==> src/rtl/ctl_space_decoder.sv <==
module ctl_space_decoder #(
  parameter int          CTX_W  = 3,
  parameter int          IDX_W  = 15,
  parameter logic [2:0]  CTL_FC = 3'd3
) (
  input  logic              clk,
  input  logic              rst_n,
  input  logic              valid_i,
  input  logic [2:0]        fc_i,
  input  logic              super_i,
  input  logic [31:0]       addr_i,
  input  logic              wr_i,
  input  logic [3:0]        be_i,
  input  logic [31:0]       wdata_i,
  input  logic              fault_i,
  input  logic [7:0]        fault_code_i,
  input  logic [31:0]       pmap_rdata_i,
  input  logic [7:0]        smap_rdata_i,
  output logic              ack_o,
  output logic              err_o,
  output logic [31:0]       rdata_o,
  output logic              pmap_we_o,
  output logic              smap_we_o,
  output logic [3:0]        map_be_o,
  output logic [IDX_W-1:0]  map_idx_o,
  output logic [CTX_W-1:0]  map_ctx_o,
  output logic [7:0]        sysen_o,
  output logic [7:0]        udma_en_o,
  output logic [7:0]        led_o
);
  localparam int IDX_LO = 13;
  localparam int IDX_HI = IDX_LO + IDX_W - 1;

  logic [3:0]       nib;
  logic             sel, bad_nib, wr_ok, lane0_wr, map_hit, rd_clr;
  logic [CTX_W-1:0] ctx_q;
  logic [7:0]       sysen_q, udma_q, berr_q, led_q;
  logic             unused_bits;

  assign nib      = addr_i[31:28];
  assign sel      = valid_i && (fc_i == CTL_FC);
  assign bad_nib  = (nib >= 4'h8) && (nib <= 4'hE);
  assign err_o    = sel && (!super_i || bad_nib);
  assign ack_o    = sel && !err_o;
  assign wr_ok    = ack_o && wr_i;
  assign lane0_wr = wr_ok && be_i[0];
  assign map_hit  = ack_o && (nib == 4'h1 || nib == 4'h2);
  assign rd_clr   = ack_o && !wr_i && (nib == 4'h6);

  assign pmap_we_o = wr_ok && (nib == 4'h1) && (|be_i);
  assign smap_we_o = lane0_wr && (nib == 4'h2);
  assign map_be_o  = map_hit ? be_i : 4'h0;
  assign map_idx_o = addr_i[IDX_HI:IDX_LO];
  assign map_ctx_o = ctx_q;
  assign sysen_o   = sysen_q;
  assign udma_en_o = udma_q;
  assign led_o     = led_q;

  assign unused_bits = ^{addr_i[IDX_LO-1:0], wdata_i[31:8]};

  always_ff @(posedge clk or negedge rst_n) begin
    if (!rst_n) begin
      ctx_q   <= '0;
      sysen_q <= '0;
      udma_q  <= '0;
      berr_q  <= '0;
      led_q   <= '1;
    end else begin
      if (lane0_wr) begin
        case (nib)
          4'h3: ctx_q   <= wdata_i[CTX_W-1:0];
          4'h4: sysen_q <= wdata_i[7:0];
          4'h5: udma_q  <= wdata_i[7:0];
          4'h7: led_q   <= wdata_i[7:0];
          default: ;
        endcase
      end
      if (fault_i)     berr_q <= fault_code_i;
      else if (rd_clr) berr_q <= '0;
    end
  end

  always_comb begin
    rdata_o = '0;
    if (ack_o && !wr_i) begin
      case (nib)
        4'h1: rdata_o = pmap_rdata_i;
        4'h2: rdata_o = {24'h0, smap_rdata_i};
        4'h3: rdata_o = {{(32-CTX_W){1'b0}}, ctx_q};
        4'h4: rdata_o = {24'h0, sysen_q};
        4'h5: rdata_o = {24'h0, udma_q};
        4'h6: rdata_o = {24'h0, berr_q};
        4'h7: rdata_o = {24'h0, led_q};
        default: rdata_o = '0;
      endcase
    end
  end


  a_r1_foreign_fc_quiet: assert property (@(posedge clk) disable iff (!rst_n)
    (valid_i && fc_i != CTL_FC) |-> (!ack_o && !err_o && !pmap_we_o && !smap_we_o));


  a_r9_refused_no_strobe: assert property (@(posedge clk) disable iff (!rst_n)
    err_o |-> (!pmap_we_o && !smap_we_o && rdata_o == 32'h0));


  a_r9_refused_regs_hold: assert property (@(posedge clk) disable iff (!rst_n)
    (err_o && !fault_i) |=> ($stable(ctx_q) && $stable(sysen_q) && $stable(udma_q)
                             && $stable(led_q) && $stable(berr_q)));


  a_r5_ctx_low_bits: assert property (@(posedge clk) disable iff (!rst_n)
    (ack_o && wr_i && be_i[0] && nib == 4'h3) |=> (ctx_q == $past(wdata_i[CTX_W-1:0])));


  a_r8_fault_latch: assert property (@(posedge clk) disable iff (!rst_n)
    fault_i |=> (berr_q == $past(fault_code_i)));


  a_r8_read_clears: assert property (@(posedge clk) disable iff (!rst_n)
    (rd_clr && !fault_i) |=> (berr_q == 8'h0));
endmodule

==> config.mk <==
export PLATFORM = sky130hd
export DESIGN_NAME = ctl_space_decoder
export DESIGN_NICKNAME = d
export VERILOG_FILES = /design/src/rtl/ctl_space_decoder.sv
export SDC_FILE = /design/constraint.sdc
export NUM_CORES = 1
export LEC_CHECK = 0
export ABC_AREA = 1
export CAP_MARGIN = 20
export CORE_MARGIN = 4
export CORE_UTILIZATION = 35
export DETAILED_ROUTE_END_ITERATION = 12
export MAX_ROUTING_LAYER = met4
export PLACE_DENSITY_LB_ADDON = 0.08
export REMOVE_ABC_BUFFERS = 1
export SLEW_MARGIN = 20
export SYNTH_ARGS = -nofsm -noshare
export SYNTH_HDL_FRONTEND = slang
export SYNTH_SLANG_ARGS = --single-unit
==> constraint.sdc <==
create_clock -name clk -period 3.5 [get_ports clk]
set_clock_uncertainty 0.05 [all_clocks]
set_input_delay 0.7 -clock clk [delete_from_list [all_inputs] [get_ports clk]]
set_output_delay 0.7 -clock clk [all_outputs]
set_load 0.05 [all_outputs]
==> summary.md <==
| Metric | Value |
|---|---|
| Place WS | ~0.14 ns |
| Routed vias/inst | 4.87 |
| Max-cap viol count | 0 |
| Die width | approximately 92 um |
| Starting density of the core | 0.359 |
| Cell total after placement | 590 |
| Final hold violation count | 0 |
| Crit path DAT | 2.55 ns |
| Crit Path Class | in2out |
| Die height | ~90 um |
| Static leakage | between 1.5 and 2 nW |
| DR WL/cell | 15.8 um |
| Initial antenna violation count | 0 |
| First-iteration detailed-routing DRC count | 147 |
| Post-CTS Setup Repair Bufs | 0 |
| Period utilization | 0.944 |
| Mean post-synth cell area | ~6.6 sq um |
| IO Count | 207 |
| Total clock buffers created by CTS | 5 |
| Fmax | 303 MHz |
| Largest net degree at the start of global routing | 36 |
| Sequential area share after synthesis | 0.363 |
| Ant diodes | 0 |
| Final Worst Setup Slack | 0.195 ns |
| CTS Buffer Depth | 2 |
| CTS sink cnt | 35 |
| CTS H-tree depth | 2 |
| Relative slew margins | 0.640 |
| Status | complete, no violations |
| Tightest Hold Check Type | reg2reg |
| Power, Total | 995 uW |
| Synth warn | 0 |
| All-Layer GR Usage | 0.228 |
| Mapped cell area | 2440 sq um |
| Pwr dens | 227 nW/um^2 |
| Initial DRT Pass Iterations | 4 |
| Post-Route WL | ~9500 um |
| Area Growth Syn to Fin | 79.4% |
| TritonCTS clock tree | done |
| Synth Instances | 370 |
| Worst Path Required | between 2 and 3 ns |
| Worst-path fanout max | 19 |
| CTS root buffer | clkbuf_8 |
| Die Footprint | 8380 sq um |
| Crit. End Element | primary output |
| Synth Register Bits | 35 |
| Setup Viol. Count Final | 0 |
| Unrepaired setup endpoints after global routing | false |
| Minimum clock period | 3.30 ns |
| Fin cells | 598 |
| Hold WS | 0.425 ns |
| Clock transition at the registers of the reported paths | 0.07 ns |
| TNS Setup | 0 ns |
| Global route overflow | 0 |
| Hpwl dp | 7490 um |
| First-pass GRT wire length | 14800 um |
| Area of the multi-input gates | 1290 sq um |
| Reg area | 886 sq um |
| Crit start category | input pin |
| Gpl congestion | ~0.93 |
| FP Rows | 30 |
| Yosys cell types | 26 |
| Vias in the first global route | 2741 |
| DR DRC count | 0 |
| IO Port Bufs | roughly 140 |
| Layout Nets | 626 |
| Clk_lat worst skew | ~0.28 ns |
| Hold Buf Count CTS | 0 |
| Via count | 2910 |
| Peak supply drop | 0.000287 V |
| Core area | 6790 sq um |
| Worst-margin pin slew | 0.535 ns |
| Max-slew violation count | 0 |
| Layout cells sized above 1 | 0.179 |
| # fillers | 593 |
| Antenna-violating nets left | 0 |
final timing paths:
kind,slack (ns),endpoint,depth (start not counted),startpoint
worst min-delay path,0.42,led_o[1],2,led_o[1]
worst min register to register,0.42,led_o[1],2,led_o[1]
min in group asynchronous,0.78,sysen_o[0],2,rst_n
worst max register to register,2.71,led_o[2],2,led_o[2]
worst max-delay path,0.20,rdata_o[14],9,addr_i[28]
max in group asynchronous,2.28,led_o[1],2,rst_n
routing by layer:
layer | up-vias | part of all wire | GRT usage
met5 | - | 0 | -
met4 | 0 | 0.0092 | 0.0540
met3 | 8 | 0.099 | 0.0737
met2 | 137 | 0.48 | 0.353
met1 | 1328 | 0.41 | 0.289
li1 | 1437 | - | -
worst max-delay path, cell delays in order:
cell and delay, ns:
clkdlybuf4s50_1 0.55, inv_1 0.12, nor2_2 0.18, nand2_1 0.14, inv_2 0.19, buf_6 0.21, nand2_1 0.06, nor2_1 0.22
buf_12 0.18
where the power goes:
group / internal (mW) / switching, mW
clock network: 0.234 / 0.153
registers: 0.416 / 0.00626
logic: 0.0967 / 0.0885
total: 0.747 / 0.248
sequential cells by signal, summed over array words and instances (netlist names):
register,flops
led_o,8
berr_q,8
udma_en_o,8
map_ctx_o,3
sysen_o,8
final cells by class:
| class | instances | share of cell area |
|---|---|---|
| tap | 96 | 0.0274 |
| multi-input combinational | 286 | 0.295 |
| inverter | 20 | 0.0171 |
| sequential | 35 | 0.202 |
| clock buffer | 6 | 0.0188 |
| timing repair buffer | 153 | 0.431 |
| clock inverter | 2 | 0.00885 |
cell usage after synthesis:
cell type | instances | area share
nand2_1 | 163 | 0.25
o21ai_0 | 1 | 0.0020
buf_4 | 16 | 0.049
dfrtp_1 | 27 | 0.28
clkinv_1 | 1 | 0.0015
nand2_2 | 1 | 0.0026
inv_1 | 14 | 0.022
buf_6 | 2 | 0.0092
nor4_1 | 1 | 0.0026
nor2_4 | 3 | 0.014
nand3_2 | 2 | 0.0082
a21oi_1 | 2 | 0.0041
nor2_8 | 1 | 0.0082
nor3_2 | 2 | 0.0082
nor2_1 | 51 | 0.078
and3_1 | 1 | 0.0026
nand2_4 | 1 | 0.0046
nand4_2 | 3 | 0.015
clkbuf_1 | 6 | 0.0092
inv_2 | 5 | 0.0077
nand4_1 | 29 | 0.074
nor3b_1 | 1 | 0.0031
dfstp_2 | 8 | 0.086
nand3_1 | 22 | 0.045
nor2_2 | 2 | 0.0051
buf_2 | 5 | 0.010
timing repair:
action,CTS,global route
resized for setup,0,1
hold endpoints to repair,0,0
setup endpoints to repair,0,6
kinds of logic (layout without fill, tap and decap cells):
group	after synthesis	in the layout	share of synthesized area
AO/OA/AOI/OAI	3	3	0.00615
buffers and inverters	49	181	0.109
flip-flops	35	35	0.363
AND/OR/NAND/NOR	283	283	0.523
placed cells by master, fill, tap and decap left out, types with 2 or more instances in the layout:
master and count:
nand3_2 2, buf_4 14, nand3_1 22, inv_2 5, a21oi_1 2, inv_1 14, nand4_1 29, buf_12 39
dfrtp_1 27, nor3_2 2, nor2_4 3, clkbuf_8 6, nand2_1 163, nand4_2 3, dfstp_2 8, nor2_1 51
clkdlybuf4s50_1 99, nor2_2 2
metrics by stage:
| stage | instance area [sq um] | utilization |
|---|---|---|
| final | 4380 | 0.645 |
| after detailed placement | 4260 | 0.627 |
| after floorplan | 2250 | - |
| after global routing | 4380 | 0.645 |
| after CTS | 4380 | 0.644 |
| after global placement | 4260 | 0.627 |
Note: power is estimated with default switching activity, not from simulation.
